`config.mk`:
```
export PLATFORM = sky130hd
export DESIGN_NAME = irq_accept_ctrl
export DESIGN_NICKNAME = d
export VERILOG_FILES = /design/src/rtl/irqc_pkg.sv /design/src/rtl/irqc_sync_edge.sv /design/src/rtl/irqc_pair.sv /design/src/rtl/irqc_prio.sv /design/src/rtl/irq_accept_ctrl.sv
export SDC_FILE = /design/constraint.sdc
export NUM_CORES = 1
export LEC_CHECK = 0
export BUFFER_PORTS_ARGS = -buffer_cell sky130_fd_sc_hd__buf_2
export CORE_MARGIN = 2
export CORE_UTILIZATION = 37
export DETAILED_ROUTE_END_ITERATION = 12
export GPL_ROUTABILITY_DRIVEN = 0
export PLACE_DENSITY = 0.57
export SLEW_MARGIN = 25
export SYNTH_ARGS = -nofsm -noshare
export SYNTH_HDL_FRONTEND = slang
export SYNTH_SLANG_ARGS = --single-unit
```
`constraint.sdc`:
```
create_clock -name clk -period 1.39 [get_ports clk]
set_input_delay 0.0695 -clock clk [delete_from_list [all_inputs] [get_ports clk]]
set_output_delay 0.0695 -clock clk [all_outputs]
set_load 0.01 [all_outputs]
```
`src/rtl/irqc_pkg.sv`:
```
package irqc_pkg;
   localparam int ADDR_W       = 3;
   localparam int SHARED_PAIRS = 2;
   localparam int SHARED_SRCS  = 2 * SHARED_PAIRS;

   localparam logic [ADDR_W-1:0] A_REQ = 3'd0;
   localparam logic [ADDR_W-1:0] A_ENA = 3'd1;
   localparam logic [ADDR_W-1:0] A_VLD = 3'd2;
   localparam logic [ADDR_W-1:0] A_DSC = 3'd3;
   localparam logic [ADDR_W-1:0] A_CFG = 3'd4;
endpackage

```
`src/rtl/irqc_sync_edge.sv`:
```
// Two-flop synchronizer followed by a per-bit selectable edge detector.
module irqc_sync_edge #(
   parameter int   W    = 1,
   parameter logic IDLE = 1'b1
) (
   input  logic         clk,
   input  logic         rst_n,
   input  logic [W-1:0] pin_i,
   input  logic [W-1:0] rise_i,
   output logic [W-1:0] evt_o
);
   logic [W-1:0] s1_q, s2_q, prev_q;

   if (W < 1) begin : g_bad_w
      $error("irqc_sync_edge: W must be at least 1");
   end

   always_ff @(posedge clk) begin
      if (!rst_n) begin
         s1_q   <= {W{IDLE}};
         s2_q   <= {W{IDLE}};
         prev_q <= {W{IDLE}};
      end else begin
         s1_q   <= pin_i;
         s2_q   <= s1_q;
         prev_q <= s2_q;
      end
   end

   for (genvar i = 0; i < W; i++) begin : g_bit
      assign evt_o[i] = rise_i[i] ? (s2_q[i] & ~prev_q[i])
                                  : (~s2_q[i] & prev_q[i]);
   end
endmodule

```
`src/rtl/irqc_pair.sv`:
```
// Sources sharing one request bit: each gated by its own valid bit,
// each with an ungated discrimination set.
module irqc_pair #(
   parameter int N_SRC = 2
) (
   input  logic [N_SRC-1:0] evt_i,
   input  logic [N_SRC-1:0] valid_i,
   output logic             req_set_o,
   output logic [N_SRC-1:0] disc_set_o
);
   if (N_SRC < 1) begin : g_bad_n
      $error("irqc_pair: N_SRC must be at least 1");
   end

   assign req_set_o  = |(evt_i & valid_i);
   assign disc_set_o = evt_i;
endmodule

```
`src/rtl/irqc_prio.sv`:
```
// Fixed priority: the lowest index wins.
module irqc_prio #(
   parameter  int N  = 4,
   localparam int IW = $clog2(N)
) (
   input  logic [N-1:0]  pend_i,
   output logic          any_o,
   output logic [IW-1:0] id_o,
   output logic [N-1:0]  oh_o
);
   if (N < 2) begin : g_bad_n
      $error("irqc_prio: N must be at least 2");
   end

   always_comb begin
      any_o = 1'b0;
      id_o  = '0;
      oh_o  = '0;
      for (int i = N - 1; i >= 0; i--) begin
         if (pend_i[i]) begin
            any_o = 1'b1;
            id_o  = IW'(i);
            oh_o  = '0;
            oh_o[i] = 1'b1;
         end
      end
   end
endmodule

```
`src/rtl/irq_accept_ctrl.sv`:
```
module irq_accept_ctrl
   import irqc_pkg::*;
#(
   parameter  int N_EXT  = 2,
   parameter  int N_KEY  = 3,
   parameter  int DATA_W = 8,
   localparam int N_REQ  = N_EXT + SHARED_PAIRS,
   localparam int ID_W   = $clog2(N_REQ)
) (
   input  logic              clk,
   input  logic              rst_n,
   input  logic [N_EXT-1:0]  ext_pin_i,
   input  logic [N_KEY-1:0]  key_pin_i,
   input  logic              col_evt_i,
   input  logic              adc_evt_i,
   input  logic              tmr_evt_i,
   input  logic              reg_we_i,
   input  logic [ADDR_W-1:0] reg_addr_i,
   input  logic [DATA_W-1:0] reg_wdata_i,
   output logic [DATA_W-1:0] reg_rdata_o,
   input  logic              ack_i,
   input  logic              brk_i,
   input  logic              rti_i,
   input  logic              rti_flag_i,
   input  logic              sei_i,
   input  logic              cli_i,
   output logic              irq_o,
   output logic [ID_W-1:0]   irq_id_o,
   output logic              iflag_o
);
   localparam int CFG_W = N_EXT + N_KEY;

   if (CFG_W > DATA_W) begin : g_bad_cfg
      $error("irq_accept_ctrl: edge and key fields exceed DATA_W");
   end
   if (N_REQ > DATA_W || SHARED_SRCS > DATA_W) begin : g_bad_req
      $error("irq_accept_ctrl: request vector exceeds DATA_W");
   end
   if (N_EXT < 1 || N_KEY < 1) begin : g_bad_cnt
      $error("irq_accept_ctrl: N_EXT and N_KEY must be at least 1");
   end

   // state
   logic [N_REQ-1:0]       req_q, ena_q;
   logic [SHARED_SRCS-1:0] vld_q, dsc_q;
   logic [N_EXT-1:0]       edge_q;
   logic [N_KEY-1:0]       key_en_q;
   logic                   iflag_q;

   // event front end
   logic [N_EXT-1:0]        ext_evt;
   logic [N_KEY-1:0]        key_evt;
   logic                    kw_evt;
   logic [SHARED_SRCS-1:0]  sh_evt;
   logic [SHARED_PAIRS-1:0] pair_set;
   logic [SHARED_SRCS-1:0]  dsc_set;
   logic [N_REQ-1:0]        set_vec;

   irqc_sync_edge #(.W(N_EXT), .IDLE(1'b1)) u_ext (
      .clk    (clk),
      .rst_n  (rst_n),
      .pin_i  (ext_pin_i),
      .rise_i (edge_q),
      .evt_o  (ext_evt)
   );

   irqc_sync_edge #(.W(N_KEY), .IDLE(1'b1)) u_key (
      .clk    (clk),
      .rst_n  (rst_n),
      .pin_i  (key_pin_i),
      .rise_i ({N_KEY{1'b0}}),
      .evt_o  (key_evt)
   );

   assign kw_evt = |(key_evt & key_en_q);
   assign sh_evt = {tmr_evt_i, adc_evt_i, col_evt_i, kw_evt};

   for (genvar p = 0; p < SHARED_PAIRS; p++) begin : g_pair
      irqc_pair #(.N_SRC(2)) u_pair (
         .evt_i      (sh_evt[2*p +: 2]),
         .valid_i    (vld_q[2*p +: 2]),
         .req_set_o  (pair_set[p]),
         .disc_set_o (dsc_set[2*p +: 2])
      );
   end

   assign set_vec = {pair_set, ext_evt};

   // selection
   logic             pend_any;
   logic [ID_W-1:0]  sel_id;
   logic [N_REQ-1:0] sel_oh;

   irqc_prio #(.N(N_REQ)) u_prio (
      .pend_i (req_q & ena_q),
      .any_o  (pend_any),
      .id_o   (sel_id),
      .oh_o   (sel_oh)
   );

   logic take;
   assign irq_o    = pend_any & ~iflag_q;
   assign irq_id_o = sel_id;
   assign iflag_o  = iflag_q;
   assign take     = ack_i & irq_o;

   // register writes
   logic wr_req, wr_ena, wr_vld, wr_dsc, wr_cfg;
   assign wr_req = reg_we_i && (reg_addr_i == A_REQ);
   assign wr_ena = reg_we_i && (reg_addr_i == A_ENA);
   assign wr_vld = reg_we_i && (reg_addr_i == A_VLD);
   assign wr_dsc = reg_we_i && (reg_addr_i == A_DSC);
   assign wr_cfg = reg_we_i && (reg_addr_i == A_CFG);

   logic [N_REQ-1:0]       req_d;
   logic [SHARED_SRCS-1:0] dsc_d;
   logic                   iflag_d;

   // order: software clear, then acceptance clear, then hardware set wins
   always_comb begin
      req_d = req_q;
      if (wr_req) req_d = req_d & reg_wdata_i[N_REQ-1:0];
      if (take)   req_d = req_d & ~sel_oh;
      req_d = req_d | set_vec;
   end

   always_comb begin
      dsc_d = dsc_q;
      if (wr_dsc) dsc_d = dsc_d & reg_wdata_i[SHARED_SRCS-1:0];
      dsc_d = dsc_d | dsc_set;
   end

   always_comb begin
      iflag_d = iflag_q;
      if (take || brk_i) iflag_d = 1'b1;
      else if (rti_i)    iflag_d = rti_flag_i;
      else if (sei_i)    iflag_d = 1'b1;
      else if (cli_i)    iflag_d = 1'b0;
   end

   always_ff @(posedge clk) begin
      if (!rst_n) begin
         req_q    <= '0;
         ena_q    <= '0;
         vld_q    <= '0;
         dsc_q    <= '0;
         edge_q   <= '0;
         key_en_q <= '0;
         iflag_q  <= 1'b1;
      end else begin
         req_q   <= req_d;
         dsc_q   <= dsc_d;
         iflag_q <= iflag_d;
         if (wr_ena) ena_q <= reg_wdata_i[N_REQ-1:0];
         if (wr_vld) vld_q <= reg_wdata_i[SHARED_SRCS-1:0];
         if (wr_cfg) begin
            edge_q   <= reg_wdata_i[N_EXT-1:0];
            key_en_q <= reg_wdata_i[N_EXT +: N_KEY];
         end
      end
   end

   always_comb begin
      case (reg_addr_i)
         A_REQ:   reg_rdata_o = DATA_W'(req_q);
         A_ENA:   reg_rdata_o = DATA_W'(ena_q);
         A_VLD:   reg_rdata_o = DATA_W'(vld_q);
         A_DSC:   reg_rdata_o = DATA_W'(dsc_q);
         A_CFG:   reg_rdata_o = DATA_W'({key_en_q, edge_q});
         default: reg_rdata_o = '0;
      endcase
   end
endmodule

```
---- Word level (Yosys, flattened, before mapping) ----
Index checks and enable logic that the tools add are counted.
word-level totals
  memory bits (read-only) ................. 0
  memories kept ........................... 0
  logic and storage cells ................. 78
  memory bits (writable) .................. 0
  bits of input ports ..................... 28
  output and inout port bits .............. 12
  bits in latches ......................... 0
  flip-flop bits (word level) ............. 37
operators by class
  $lt $le $gt $ge ......................... 0
  multipliers ............................. 0
  multiplexer cells ....................... 21
  reduce and logical (&&, ||, !) cells .... 12
  $add $sub $neg .......................... 0
  bitwise gates (word level) .............. 28
  equal/unequal tests ..................... 4
  shifts and indexed selects .............. 0
  divide/modulo/power cells ............... 0
operator list
  cell                count
  $mux 4              7
  $pmux 5 s5          1
  $and 4x4->4         4
  $and 1x1->1         9
  $mux 1              9
  $not 1->1           9
  $mux 2              4
  $or 4x4->4          2
  $eq 3x2->1 const B  2
  $reduce_or 2->1     3
  $logic_and 1x1->1   5
  $and 2x2->2         2
  $not 4->4           1
  $and 3x3->3         1
  $eq 3x1->1 const B  1
  $eq 3x3->1 const B  1
  $logic_not 3->1     1
  $reduce_bool 3->1   1
  $reduce_or 3->1     1
  $logic_or 1x1->1    1

---- Depth between registers and ports, before layout ----
  depth after elaboration ................. 9
  gate-level depth with buffers ........... 6
  mapped depth without buffers ............ 4

---- Hierarchy ----
A second synthesis with hierarchy kept.
second synthesis, totals
  cell total of the unflattened synthesis .. 192
  area total of the unflattened synthesis .. 1762.9 um^2
modules (own cells, without submodules)
  module                  sequential area each (um^2)  area an instance (um^2)  times used  cells an instance
  irq_accept_ctrl         440.4                        1147.4                   1           130
  irqc_sync_edge (u_key)  180.2                        304.0                    1           27
  irqc_sync_edge (u_ext)  120.1                        202.7                    1           18
  irqc_prio               0.0                          61.3                     1           11
  irqc_pair               0.0                          23.8                     2           3

---- Worst setup path after synthesis ----
No wires, ideal clock.
  path kind ............................... flip-flop to flip-flop
  start ................................... register req_q[1]
  end ..................................... register req_q[3]
  cell stages (with the launch flop) ...... 5
  library setup time ...................... 0.115 ns
  buffers on the path ..................... 0
  data required time ...................... 1.275 ns
  period minus slack after synthesis ...... 1.265 ns
  slack ................................... 0.125 ns
  data arrival time ....................... 1.150 ns
  cells stage by stage .................... dfxtp_1 > a22oi_1 > nor2b_1 > a31oi_1 > o21a_1
on the way
  cells in the longest elaborated chain, start to end .. 7
  elaborated cells on any way between the ends .. 11
  classes of those cells .................. mux: 5; bitwise: 6
RTL lines
  item                                                   line                                            text
  start, declared                                        irq_accept_ctrl.sv:44                           logic [N_REQ-1:0] req_q, ena_q;
  start signal, assigned                                 irq_accept_ctrl.sv:151                          req_q <= req_d;
  $and 4x4->4 *                                          irq_accept_ctrl.sv:95                           .pend_i (req_q & ena_q),
  $mux 1 / $mux 4 (equally long branches) (2 in series)  irqc_prio.sv:20                                 if (pend_i[i]) begin
  $and 1x1->1 / $not 4->4 (equally long branches)        irq_accept_ctrl.sv:102, irq_accept_ctrl.sv:123
  $and 1x1->1 / $and 4x4->4 (equally long branches)      irq_accept_ctrl.sv:105, irq_accept_ctrl.sv:123
  $mux 4 *                                               irq_accept_ctrl.sv:123                          if (take) req_d = req_d & ~sel_oh;
  $or 4x4->4 *                                           irq_accept_ctrl.sv:124                          req_d = req_d | set_vec;
Mark *: on every way between the ends. The rest lies on a longest branch, timed or not.
A chain may end at the register's enable or synchronous reset.

---- Final worst setup path ----
  start ................................... register vld_q[3]
  end ..................................... output port reg_rdata_o[3]
on the way
  cells in the longest elaborated chain, start to end .. 1
RTL lines
  item                    line                    text
  start, declared         irq_accept_ctrl.sv:45   logic [SHARED_SRCS-1:0] vld_q, dsc_q;
  start signal, assigned  irq_accept_ctrl.sv:155  if (wr_vld) vld_q <= reg_wdata_i[SHARED_SRCS-1:0];
  $pmux 5 s5              irq_accept_ctrl.sv:164  case (reg_addr_i)
  end, declared           irq_accept_ctrl.sv:20   output logic [DATA_W-1:0] reg_rdata_o,
No other way between the ends.

==> results.md <==
* CTS tree: done
* Highest ir drop seen on vdd at around 0.00066 V
* Reg-to-reg critical path startpoint: req_q[3]$_SDFF_PN0_
* Violation count after the first detailed-routing iteration at 80
* Largest fanout on the critical path at 3
* Data required time at the worst endpoint at approximately 1.3 ns
* Sequence of cells on the critical path: mux2_2, a22oi_2, o22ai_1, buf_2
* Total vias in the final route at roughly 1.3k
* Maximum number of pins on one net before global-route repair at 18
* Syn Std Cell Area at around 1600 sq um
* Pleak at a little over 0.8 nW
* Post-Synthesis Mean Instance Area at between 9 and 10 sq um
* Yosys top cell area share at 46.3%
* Internal Dissipation at between 0.0015 and 0.002 W
* Cell type with the highest aggregate area in the netlist: dfxtp_1
* Final-layout fill cell count at 396
* Number of antenna violations at the first check in global routing at 0
* Sink Count at 37
* Number of synthesized register bits at 37
* Initial DRT Pass Iterations at 4
* Clock tree buffer depth at 2
* Number of global-route vias before repair at approximately 1.3k
* Total number of nets in the final design at 238
* Part of the total power dissipated in the clock network at between 30% and 40%
* Horizontal extent of the die at approximately 70 um
* Half-perimeter wire length after placement at roughly 2800 um
* Combined flip-flop and latch cell area at between 700 and 800 sq um
* Unrepaired setup endpoints after global routing: true
* Number of distinct standard cells referenced by the synthesized netlist at 37
* Peak Freq at about 740 MHz
* Clock period minus final worst setup slack at approximately 1.4 ns
* Commonest cells after routing, fill and taps aside: dfxtp_1, buf_2, nand2b_1
* Hold WS at between 0.02 and 0.03 ns
* Top cells by area in the synthesized netlist: dfxtp_1, mux2i_1, nand2b_1
* Starting density of the core at between 30 and 40%
* Crit path largest cell delay at roughly 0.33 ns
* Syn Inst Count at roughly 170
* Top Ports at 40
* Slowest cell on crit path: dfxtp_2
* DIE AREA at around 4900 sq um
* Average wire per cell in the routed design at ~14 um
* Kind of end point of the critical path: primary output
* Final worst clock skew at around 0.0045 ns
* Final ANT Viol Nets at 0
* Yosys warning count at 0
* Endpoints failing setup at 0
* Ant diodes at 0
* Total power density per cell area at just over 1000 nW/um^2
* Die extent in y at ~70 um
* Max capacitance violation total at 0
* DRT Wirelength at about 3600 um
* DRC errors left at 0
* Class of the tightest hold or removal check: in -> reg
* Fraction of layout cells with a size suffix above 1 at a little under a third
* Total count of max-transition violations in the final report at 0
* Core box area at just over 4000 sq um
* Crit share post-route at 97.7%
* Synth-to-Final Area Change at 25.5%
* Combinational share of power at 10.1%
* Clock Pin Slew Worst Setup and Hold Paths at approximately 0.07 ns
* Tot GR Track Use at between 10% and 20%
* Number of buffers inserted during clock tree synthesis at 5
* Most frequent standard cell in the layout excluding fill and tap cells: dfxtp_1
* Net Switching at about 0.00048 W
* Clock latency on the worst-skew pair at 0.28 ns
* Post-DR vias/cell at roughly 5
* Share of the core filled with cells at around half
* Status: complete, no violations
* Switching share of power at a little under a quarter
* Multi-input gate area at roughly 800 sq um
* Critical path data arrival time at between 1 and 1.5 ns
* Grt total ovfl at 0
* Number of buffers inserted by port buffering at 33
* Global-route wire length before repair at 5980 um
* Worst Hold Launch: reg_wdata_i[4]
* CTS HTree Levels at 2
* Sequential-to-total area share from yosys stat at 46.3%
* Launch point of the worst path: vld_q[3]$_SDFFE_PN0P_
* Critical Setup Path Class: reg -> out
* Clock tree root driver cell: clkbuf_8
* Number of placement rows at 23
* Reg power frac at approximately 54%
* Hold Vio Cnt, Final at 0
* Kind of launch point of the worst setup path: flip-flop
==> final timing paths <==
kind	endpoint	slack [ns]	cells after the start
max	reg_rdata_o[3]	0.03	4
min	key_en_q[2]$_SDFFE_PN0P_	0.03	3
max reg2reg	iflag_o$_SDFFE_PP1P_	0.12	3
min reg2reg	u_key.s2_q[2]$_SDFF_PN1_	0.41	1
==> flip-flops by register name (all words and copies together), names as in the netlist, 3 cells and up <==
register	count
req_q	4
dsc_q	4
u_key.s1_q	3
key_en_q	3
u_key.prev_q	3
vld_q	4
u_key.s2_q	3
ena_q	4
==> per-stage QoR <==
stage	cells	total power [W]	instance area (sq um)	TNS [ns]	setup WS, ns
6_report	260	0.00208	2010	0	0.0317
2_1_floorplan	168	0.00126	1610	0	0.125
3_3_place_gp	246	0.00133	1820	0	0.0902
3_5_place_dp	246	0.00134	1820	0	0.0650
5_1_grt	260	0.00219	2010	-0.0154	-0.0154
4_1_cts	259	0.00210	1980	0	0.000150
==> cells by family after synthesis <==
family                 after synthesis  share of synthesized area (%)
AO/OA/AOI/OAI                       41                           17.1
buffers and inverters               17                           5.31
flip-flops                          37                           46.2
multiplexers                        17                           10.9
other                                1                          0.234
AND/OR/NAND/NOR                     53                           20.2
==> worst max-delay path, delay by kind of cell (launching register included) <==
kind	cells	cell delay, ns
muxes	1	0.27
buffers and inverters	1	0.15
DFF	1	0.33
AOI/OAI and AO/OA	2	0.26
==> power groups by stage <==
stage / sequential (W) / clock (W) / combinational (W)
after CTS: 0.00112 / 0.000773 / 0.000208
after global routing: 0.00113 / 0.000828 / 0.000231
after detailed placement: 0.00114 / 0 / 0.000193
after global placement: 0.00114 / 0 / 0.000188
final: 0.00112 / 0.000747 / 0.000210
after floorplan: 0.00114 / 0 / 0.000118
==> timing repair <==
| item | in CTS | in global routing |
|---|---|---|
| pin swaps | 0 | 2 |
| resized for setup | 2 | 6 |
| hold buffers | 6 | 0 |
| setup endpoints to repair | 2 | 4 |
| hold endpoints to repair | 6 | 0 |
| buffers inserted | 0 | 1 |
==> synthesized netlist by cell type <==
cell	instances
a31o_2	1
o211ai_1	1
and3b_1	3
dfxtp_1	37
nor2b_1	2
a22o_1	1
a2111o_1	1
o21ai_2	1
a21oi_1	7
nand3b_1	4
or4b_4	1
a41oi_1	1
o21ai_0	7
and2_1	1
buf_6	1
a22oi_1	11
nand2_1	4
nand4b_1	1
buf_4	3
nand2b_1	15
buf_2	2
mux2i_1	13
and2b_1	2
or3b_2	1
a31oi_1	3
nor2_1	14
nand3_1	2
mux2_2	4
o21a_1	2
o22ai_1	4
o31a_1	1
conb_1	1
nor3b_1	1
clkbuf_1	6
inv_1	5
nor4bb_1	1
and4bb_2	1
==> routing by layer <==
layer	wire [um]	GRT usage [%]
met1	1640	19.0
met2	1680	24.9
met3	230	4.80
met4	95	7.91
met5	0	0
==> area by class of cell <==
type                    instances  share of cell area (%)
well taps                      50                    3.11
multi-input cells             114                    40.3
inverters                       5                   0.933
clock buffers                   6                    4.11
repair buffers                 47                    14.2
flip-flops and latches         37                    37.0
clock inverters                 1                   0.373
Power figures use the tool's default switching activity.
